===== config.mk =====
export PLATFORM = sky130hd
export DESIGN_NAME = paged_wcache
export DESIGN_NICKNAME = d
export VERILOG_FILES = /design/src/rtl/paged_wcache.sv
export SDC_FILE = /design/constraint.sdc
export NUM_CORES = 1
export LEC_CHECK = 0
export ABC_AREA = 1
export ABC_CLOCK_PERIOD_IN_PS = 2400
export BUFFER_PORTS_ARGS = -buffer_cell sky130_fd_sc_hd__clkbuf_2
export CORE_AREA = 4 4 169 252
export CTS_CLUSTER_SIZE = 14
export DETAILED_ROUTE_END_ITERATION = 10
export DIE_AREA = 0 0 173 256
export PLACE_DENSITY = 0.78
export SLEW_MARGIN = 30
export SYNTH_ARGS = -nofsm -noshare
export SYNTH_HDL_FRONTEND = slang
export SYNTH_SLANG_ARGS = --single-unit

===== constraint.sdc =====
create_clock -name clk -period 2.4 [get_ports clk]
set_input_delay 0 -clock clk [delete_from_list [all_inputs] [get_ports clk]]
set_output_delay 0 -clock clk [all_outputs]
set_load 0.01 [all_outputs]

===== src/rtl/paged_wcache.sv =====
module paged_wcache #(
  parameter int ADDR_W      = 13,
  parameter int PAGE_BYTES  = 8,
  parameter int PAGES       = 8,
  parameter int PROG_CYCLES = 20
) (
  input  logic                                  clk,
  input  logic                                  rst_n,
  input  logic                                  wr_start,
  input  logic [ADDR_W-1:0]                     start_addr,
  input  logic                                  data_valid,
  input  logic [7:0]                            data_byte,
  input  logic                                  stop,
  output logic                                  busy,
  output logic                                  prog_valid,
  output logic [ADDR_W-$clog2(PAGE_BYTES)-1:0]  prog_page,
  output logic [8*PAGE_BYTES-1:0]               prog_data,
  output logic [PAGE_BYTES-1:0]                 prog_be
);

  localparam int OFF_W  = $clog2(PAGE_BYTES);
  localparam int PAGE_W = ADDR_W - OFF_W;
  localparam int DEPTH  = PAGES * PAGE_BYTES;
  localparam int PG_W   = $clog2(PAGES);
  localparam int IDX_W  = PG_W + OFF_W;
  localparam int TMR_W  = $clog2(PROG_CYCLES + 1);

  typedef enum logic [1:0] {S_IDLE, S_LOAD, S_ISSUE, S_WAIT} state_t;

  state_t             st;
  logic [7:0]         cache [DEPTH];
  logic [DEPTH-1:0]   loaded;
  logic [IDX_W-1:0]   wptr;
  logic [PAGE_W-1:0]  base;
  logic [PG_W-1:0]    pg;
  logic [TMR_W-1:0]   tmr;
  logic               more;

  wire take_start = wr_start && (st == S_IDLE || st == S_LOAD);
  wire take_byte  = data_valid && st == S_LOAD && !wr_start;
  wire take_stop  = stop && st == S_LOAD && !wr_start;

  always_comb begin
    more = 1'b0;
    for (int p = 0; p < PAGES; p++)
      if (PG_W'(p) > pg && |loaded[p*PAGE_BYTES +: PAGE_BYTES]) more = 1'b1;
  end

  always_ff @(posedge clk)
    if (take_byte) cache[wptr] <= data_byte;

  always_ff @(posedge clk or negedge rst_n) begin
    if (!rst_n) begin
      st     <= S_IDLE;
      loaded <= '0;
      wptr   <= '0;
      base   <= '0;
      pg     <= '0;
      tmr    <= '0;
    end else begin
      if (take_start) begin
        base   <= start_addr[ADDR_W-1:OFF_W];
        wptr   <= {PG_W'(0), start_addr[OFF_W-1:0]};
        loaded <= '0;
        st     <= S_LOAD;
      end else begin
        if (take_byte) begin
          loaded[wptr] <= 1'b1;
          wptr         <= wptr + 1'b1;
        end
        case (st)
          S_LOAD:
            if (take_stop) begin
              pg <= '0;
              st <= (|loaded || data_valid) ? S_ISSUE : S_IDLE;
            end
          S_ISSUE: begin
            tmr <= TMR_W'(PROG_CYCLES - 1);
            st  <= S_WAIT;
          end
          S_WAIT:
            if (tmr == '0) begin
              if (more) begin
                pg <= pg + 1'b1;
                st <= S_ISSUE;
              end else begin
                st <= S_IDLE;
              end
            end else begin
              tmr <= tmr - 1'b1;
            end
          default: ;
        endcase
      end
    end
  end

  assign busy       = (st == S_ISSUE) || (st == S_WAIT);
  assign prog_valid = (st == S_ISSUE);
  assign prog_page  = base + PAGE_W'(pg);
  assign prog_be    = loaded[{pg, OFF_W'(0)} +: PAGE_BYTES];

  for (genvar b = 0; b < PAGE_BYTES; b++) begin : g_rd
    assign prog_data[8*b +: 8] = cache[{pg, OFF_W'(b)}];
  end

  logic              seen;
  logic [PAGE_W-1:0] last_page;
  always_ff @(posedge clk or negedge rst_n) begin
    if (!rst_n) begin
      seen      <= 1'b0;
      last_page <= '0;
    end else if (!busy) begin
      seen <= 1'b0;
    end else if (prog_valid) begin
      seen      <= 1'b1;
      last_page <= prog_page;
    end
  end

  AST_PROG_HAS_BYTES: assert property (@(posedge clk) disable iff (!rst_n)
    prog_valid |-> prog_be != '0);
  AST_PROG_GAP: assert property (@(posedge clk) disable iff (!rst_n)
    prog_valid |=> !prog_valid);
  AST_COMMIT_ON_STOP: assert property (@(posedge clk) disable iff (!rst_n)
    $rose(busy) |-> $past(stop));
  AST_PAGE_STEP: assert property (@(posedge clk) disable iff (!rst_n)
    (prog_valid && seen) |-> prog_page == last_page + 1'b1);

endmodule


==> qor.csv, run 1 <==
metric,value,unit
Mapped Cells,1980,
hpwl dp,35700,um
routability congestion estimate,0.920,
clk_lat worst skew,0.58,ns
DP Area,0.0258,mm2
Total GRT Usage,27.8,%
unrepaired setup endpoints after global routing,yes,
TritonCTS clock tree,yes,
I/O Pins,110,
Synth Flop Type,edfxtp_1,
Worst EP required,2.40,ns
Core Region,0.0403,mm2
total gr overflow,0,
worst path cell trace,ha_4 > inv_2 > fa_2 > o21ai_2 > nand2_2 > nor3b_2 > nand3_1 > xor2_1 > buf_2,
Crit Path Class,reg -> out,
1st-pass router iterations,7,
Leakage Power,10.4,nW
Final Hold Viols,0,
setup violators final,6,
final instance area,0.0281,mm2
footprint of the multi-input gates,0.00598,mm2
Mapped Nets,2017,
worst slew pin tran,0.903,ns
crit start category,flip-flop,
Buf/Inv on CP,2,
RR Endpoint,loaded[63]$_DFFE_PN0P_,
Vias/cell,6.22,
share of layout cells above drive strength 1,13.8,%
total design power,29.0,mW
register clock-pin slew on the reported worst setup and hold paths,0.07,ns
Final Worst Setup Slack,-0.0680,ns
fin cells,2697,
ys async rst share,15.0,%
fill count,2653,
Root Driver,clkbuf_16,
Worst path slowest cell,dfrtp_4,
cell family with most CP delay,adder cells,
ANT cells,0,
placed cells,2564,
sequential share of the synthesized area,72.4,%
Worst Path Arrival,2.47,ns
"FF+latch count, synth",602,
maximum vdd drop,0.907,mV
Final Max Tran Viols,0,
Place WS,0.344,ns
Period minus WS final,2.47,ns
number of synthesized flops with an enable pin,512,
Total Die Area,0.0443,mm2
pwr dens,1030,mW/mm2
failing checks,setup timing,
Slew HR,39.8,%
HP Class,in -> async,
met3 usage,3.40,%
chip height,256,um
IO Port Bufs,109,
register area,0.0176,mm2
number of global-route vias before repair,16900,
Wirelength per Cell,23.6,um
Synth area leaders,"edfxtp_1 (63%), dfrtp_1 (9.3%), nor2_1 (7.2%)",
Antenna Violating Nets Remaining,0,
post-synth top area cell,edfxtp_1,
max_cap viols,0,
# clock sinks,602,
Worst R2R Setup Slack,0.16,ns
routed vias,16800,
Routed Wire Length,63600,um
DRC,0,
Syn Area/Cell,12.3,um2
Netlist Area Pre-Place,0.0243,mm2
met2 usage,48.1,%
crit end category,output port,
yosys warns,0,
Initial Util,60.4,%
CP max FO,2,
R2R cell count,7,
synth-to-layout area growth,15.3,%
status,"finished, violations left",
final period utilization,103,%
met1 Usage GRT,35.5,%
H-Tree Depth,2,
Core Rows,90,
nets,2188,
share of the synthesized area in the top cell type,63.2,%
Die X,173,um
largest net degree at the start of global routing,74,
CTS buffer count,52,
Final Skew,0.0173,ns
R2R Path Start,st[1]$_DFFE_PN0P_,
initial drt markers,2001,
first-pass GRT wire length,96200,um
Max Buffers Root-to-Sink,3,
fmax,405,MHz
initial antenna violation count,0,
CP peak stage delay,0.44,ns
synth unique cells,40,
GR peak layer,met2,
-- cells by family (layout without fill, tap and decap cells) --
group / count (synthesis) / after routing / share of synthesized area [%]
simple gates: 642 / 642 / 10.6
flops: 602 / 602 / 72.4
compound gates: 508 / 508 / 12.7
buf+inv: 209 / 420 / 3.46
fa+ha+maj: 11 / 11 / 0.596
xor+xnor: 8 / 8 / 0.288
-- synthesized netlist by cell type (9+ instances only) --
master / number
edfxtp_1: 512
nor2_1: 464
o21ai_0: 294
nand2_1: 126
o21a_1: 99
dfrtp_1: 90
inv_1: 90
o2111ai_1: 71
clkbuf_1: 50
buf_2: 37
a21oi_1: 30
nand3_1: 20
buf_1: 17
ha_1: 10
inv_2: 9
nor3_1: 9
-- sequential cells by signal (all words and copies together), names as in the netlist --
register  count
st            2
tmr           5
base         10
pg            3
cache       512
wptr          6
loaded       64
-- area by class of cell --
class                   count  share of cell area [%]
clock buffers              79                    5.10
flip-flops and latches    602                    62.8
clock inverters            15                   0.392
repair buffers            223                    6.70
well taps                 506                    2.26
multi-input cells        1169                    21.3
inverters                 103                    1.44
-- worst max-delay path by stage --
| stage | endpoint | cells past startpoint | slack (ns) | from |
|---|---|---|---|---|
| final | prog_page[8] | 9 | -0.07 | pg[0]$_DFFE_PN0P_ |
| after global routing | prog_page[6] | 9 | -0.17 | pg[0]$_DFFE_PN0P_ |
| after CTS | prog_page[6] | 9 | -0.05 | pg[0]$_DFFE_PN0P_ |
| after detailed placement | prog_page[8] | 9 | 0.34 | pg[0]$_DFFE_PN0P_ |
| after global placement | prog_page[8] | 9 | 0.36 | pg[0]$_DFFE_PN0P_ |
| after floorplan | pg[0]$_DFFE_PN0P_ | 16 | 0.32 | pg[0]$_DFFE_PN0P_ |
-- metrics by stage --
step / utilization, % / TNS (ns) / hold slack, ns
2_1_floorplan: - / 0 / -0.296
3_5_place_dp: 64.1 / 0 / 0.112
3_3_place_gp: 64.1 / 0 / 0.119
5_1_grt: 69.6 / -1.01 / 0.0864
4_1_cts: 69.1 / -0.0893 / 0.0433
6_report: 69.6 / -0.206 / 0.0369
-- timing repair --
| action | 4_1_cts | 5_1_grt |
|---|---|---|
| setup endpoints to repair | 60 | 58 |
| pin swaps | 3 | 7 |
| buffers inserted | 1 | 5 |
| hold endpoints to repair | 111 | 0 |
| cloned | 5 | 5 |
| gates resized for setup | 20 | 25 |
| hold buffers | 23 | 0 |
-- layout by cell type, fill, tap and decap left out, drive strengths merged --
master,synthesis,layout
clkinv,4,15
edfxtp,512,512
nand3,20,20
nor2,470,470
nor3,12,12
clkinvlp,0,1
a21oi,30,30
nand4,4,4
xnor2,3,3
o21a,99,99
bufinv,0,1
a211oi,1,1
o21ai,294,294
buf,56,89
o211ai,6,6
fa,1,1
o2111ai,71,71
inv,99,101
a31oi,2,2
clkbuf,50,190
o21bai,1,1
xor2,5,5
ha,10,10
nand3b,2,2
o22ai,2,2
dlygate4sd3,0,23
and2,3,3
nand2,129,129
dfrtp,90,90
a22oi,2,2
nor3b,2,2
-- routing by layer --
layer	vias up	wire, um
li1	7392	-
met1	8167	22500
met2	1032	32700
met3	175	5810
met4	0	2580
met5	-	0
-- report_power, final --
group          internal, mW  switching [mW]
clock network          4.23            3.59
registers              11.6           0.257
logic                  3.20            6.06
total                  19.1            9.90
No activity file was read; power rests on OpenSTA's default activity.
==> run 2: changes to the inputs <==
Settings changed: ABC_CLOCK_PERIOD_IN_PS 2400 to 2950, CORE_AREA 4 4 169 252 to 4 4 164 245, DIE_AREA 0 0 173 256 to 0 0 168 249, PLACE_DENSITY 0.78 to 0.82.
Clock period 2.4 ns to 2.95 ns, I/O delays scaled along.
==> run 2 against run 1 <==
Against the previous run:
- the run now ends clean
- critical path depth did not move
- non-clock buffer count fell by 24
- hold slack improved by 0.0088 ns
- worst setup slack better by 0.25 ns
- core utilization increased by 2.5 points
- critical path type unchanged
- highest routed layer unchanged
==> qor.csv, run 2 (synthesis gave the netlist of run 1 again) <==
metric,value,unit
Leakage Power,10.1,nW
Worst Path Arrival,2.76,ns
footprint of the multi-input gates,0.00590,mm2
Core Rows,88,
pwr dens,834,mW/mm2
initial antenna violation count,0,
R2R cell count,8,
HP Class,in -> async,
Max Buffers Root-to-Sink,3,
CTS buffer count,52,
met1 Usage GRT,36.7,%
Sw Pwr,7.66,mW
largest net degree at the start of global routing,147,
I/O Pins,110,
crit start category,flip-flop,
share of layout cells above drive strength 1,12.3,%
initial drt markers,2125,
unrepaired setup endpoints after global routing,no,
clk_lat worst skew,0.59,ns
Largest register FFs,512,
fill count,2311,
Root Driver,clkbuf_16,
GR peak layer,met2,
setup_tns,0,ns
CP max FO,4,
setup violators final,0,
Crit Path Class,reg -> out,
routability congestion estimate,0.922,
IO Port Bufs,109,
crit end category,output port,
part of the power in the clock network,28.8,%
status,finished clean,
Final Hold Viols,0,
ANT cells,0,
Worst EP required,2.95,ns
met3 usage,4.25,%
Final Skew,0.0235,ns
1st-pass router iterations,8,
Core Region,0.0382,mm2
hpwl dp,35700,um
Slew HR,32.2,%
Final Max Tran Viols,0,
top flop regs,"cache (512), loaded (64), base (10)",
worst slew pin tran,1.01,ns
routed vias,16600,
register clock-pin slew on the reported worst setup and hold paths,0.06,ns
nets,2164,
total gr overflow,0,
number of global-route vias before repair,16700,
met2 usage,48.3,%
Flop pwr share,42.2,%
Die X,168,um
"Core Util, Final",72.1,%
# clock sinks,602,
maximum vdd drop,0.688,mV
H-Tree Depth,2,
Routed Wire Length,60100,um
Initial Util,63.7,%
TritonCTS clock tree,yes,
max_cap viols,0,
Comb power frac,29.1,%
synth-to-layout area growth,13.2,%
fmax,362,MHz
chip height,249,um
Pint,15.3,mW
register area,0.0176,mm2
first-pass GRT wire length,93400,um
Wirelength per Cell,22.6,um
most frequent cells in the layout,"edfxtp_1 (512), nor2_1 (463), o21ai_0 (294)",
Reg with most FFs,cache,
final period utilization,93.7,%
Antenna Violating Nets Remaining,0,
"commonest non-fill, non-tap cell in the layout",edfxtp_1,
DRC,0,
Vias/cell,6.23,
Period minus WS final,2.76,ns
switching part of the total,33.3,%
Total GRT Usage,28.6,%
Total Die Area,0.0418,mm2
## run 2: cell count changes in the layout (fill, tap and decap cells not counted), sizes merged
cell,before,now
buf,89,66
dlygate4sd3,23,25
inv,101,99
bufinv,1,2
clkinv,15,14
clkinvlp,1,0
## run 2: final timing paths
| check | endpoint | slack [ns] | from |
|---|---|---|---|
| worst min register to register | base[0]$_DFFE_PN0P_ | 0.49 | base[0]$_DFFE_PN0P_ |
| worst max-delay path | prog_page[8] | 0.19 | pg[0]$_DFFE_PN0P_ |
| max in group asynchronous | loaded[31]$_DFFE_PN0P_ | 2.10 | rst_n |
| worst min-delay path | loaded[61]$_DFFE_PN0P_ | 0.05 | rst_n |
| worst max register to register | wptr[0]$_DFFE_PN0P_ | 0.20 | st[1]$_DFFE_PN0P_ |
| min in group clk | cache[28][4]$_DFFE_PP_ | 0.09 | data_byte[4] |
## run 2: final cells by class
class | count | share of cell area [%]
Tap cell | 495 | 2.25
Multi-Input combinational cell | 1169 | 21.4
Inverter | 103 | 1.42
Clock buffer | 82 | 5.51
Sequential cell | 602 | 64.0
Timing Repair Buffer | 199 | 4.99
Clock inverter | 12 | 0.427
## run 2: timing repair
action                                 4_1_cts  5_1_grt
resized for setup                            0        1
setup endpoints to repair                    0        2
buffers inserted                             0        0
hold buffers                                25        0
endpoints found under the hold margin       92        0
## run 2: metal layers
metal	wire, um	vias to the layer above	part of all wire [%]
met2	30200	1014	50
met3	5230	214	8.7
met5	0	-	0
li1	-	7345	-
met4	3200	0	5.3
met1	21500	8024	36
## run 2: worst max-delay path: stages (launching register included)
cell and delay (ns):
dfrtp_4 0.48, ha_1 0.18, inv_1 0.06, fa_1 0.39, o21ai_0 0.19, nand2_1 0.11, nor3b_1 0.32, nand3_1 0.15
xor2_1 0.16, clkbuf_2 0.15
## run 2: power groups by stage
stage	sequential [mW]	clock (mW)	combinational, mW
final	9.70	6.61	6.68
after detailed placement	9.87	0	6.49
after global placement	9.85	0	6.32
after floorplan	9.76	0	4.10
after CTS	9.69	6.63	6.64
after global routing	9.72	7.02	7.30
## run 2: per-stage QoR
step / power [mW] / instances / area [um2] / hold slack [ns] / setup slack (ns)
floorplan: 13.9 / 1980 / 24300 / -0.296 / 0.865
global placement: 16.2 / 2543 / 25700 / 0.147 / 0.665
detailed placement: 16.4 / 2543 / 25700 / 0.148 / 0.650
CTS: 23.0 / 2662 / 27500 / 0.0702 / 0.0179
global route: 24.0 / 2662 / 27500 / 0.120 / 0.0440
finish: 23.0 / 2662 / 27500 / 0.0457 / 0.186
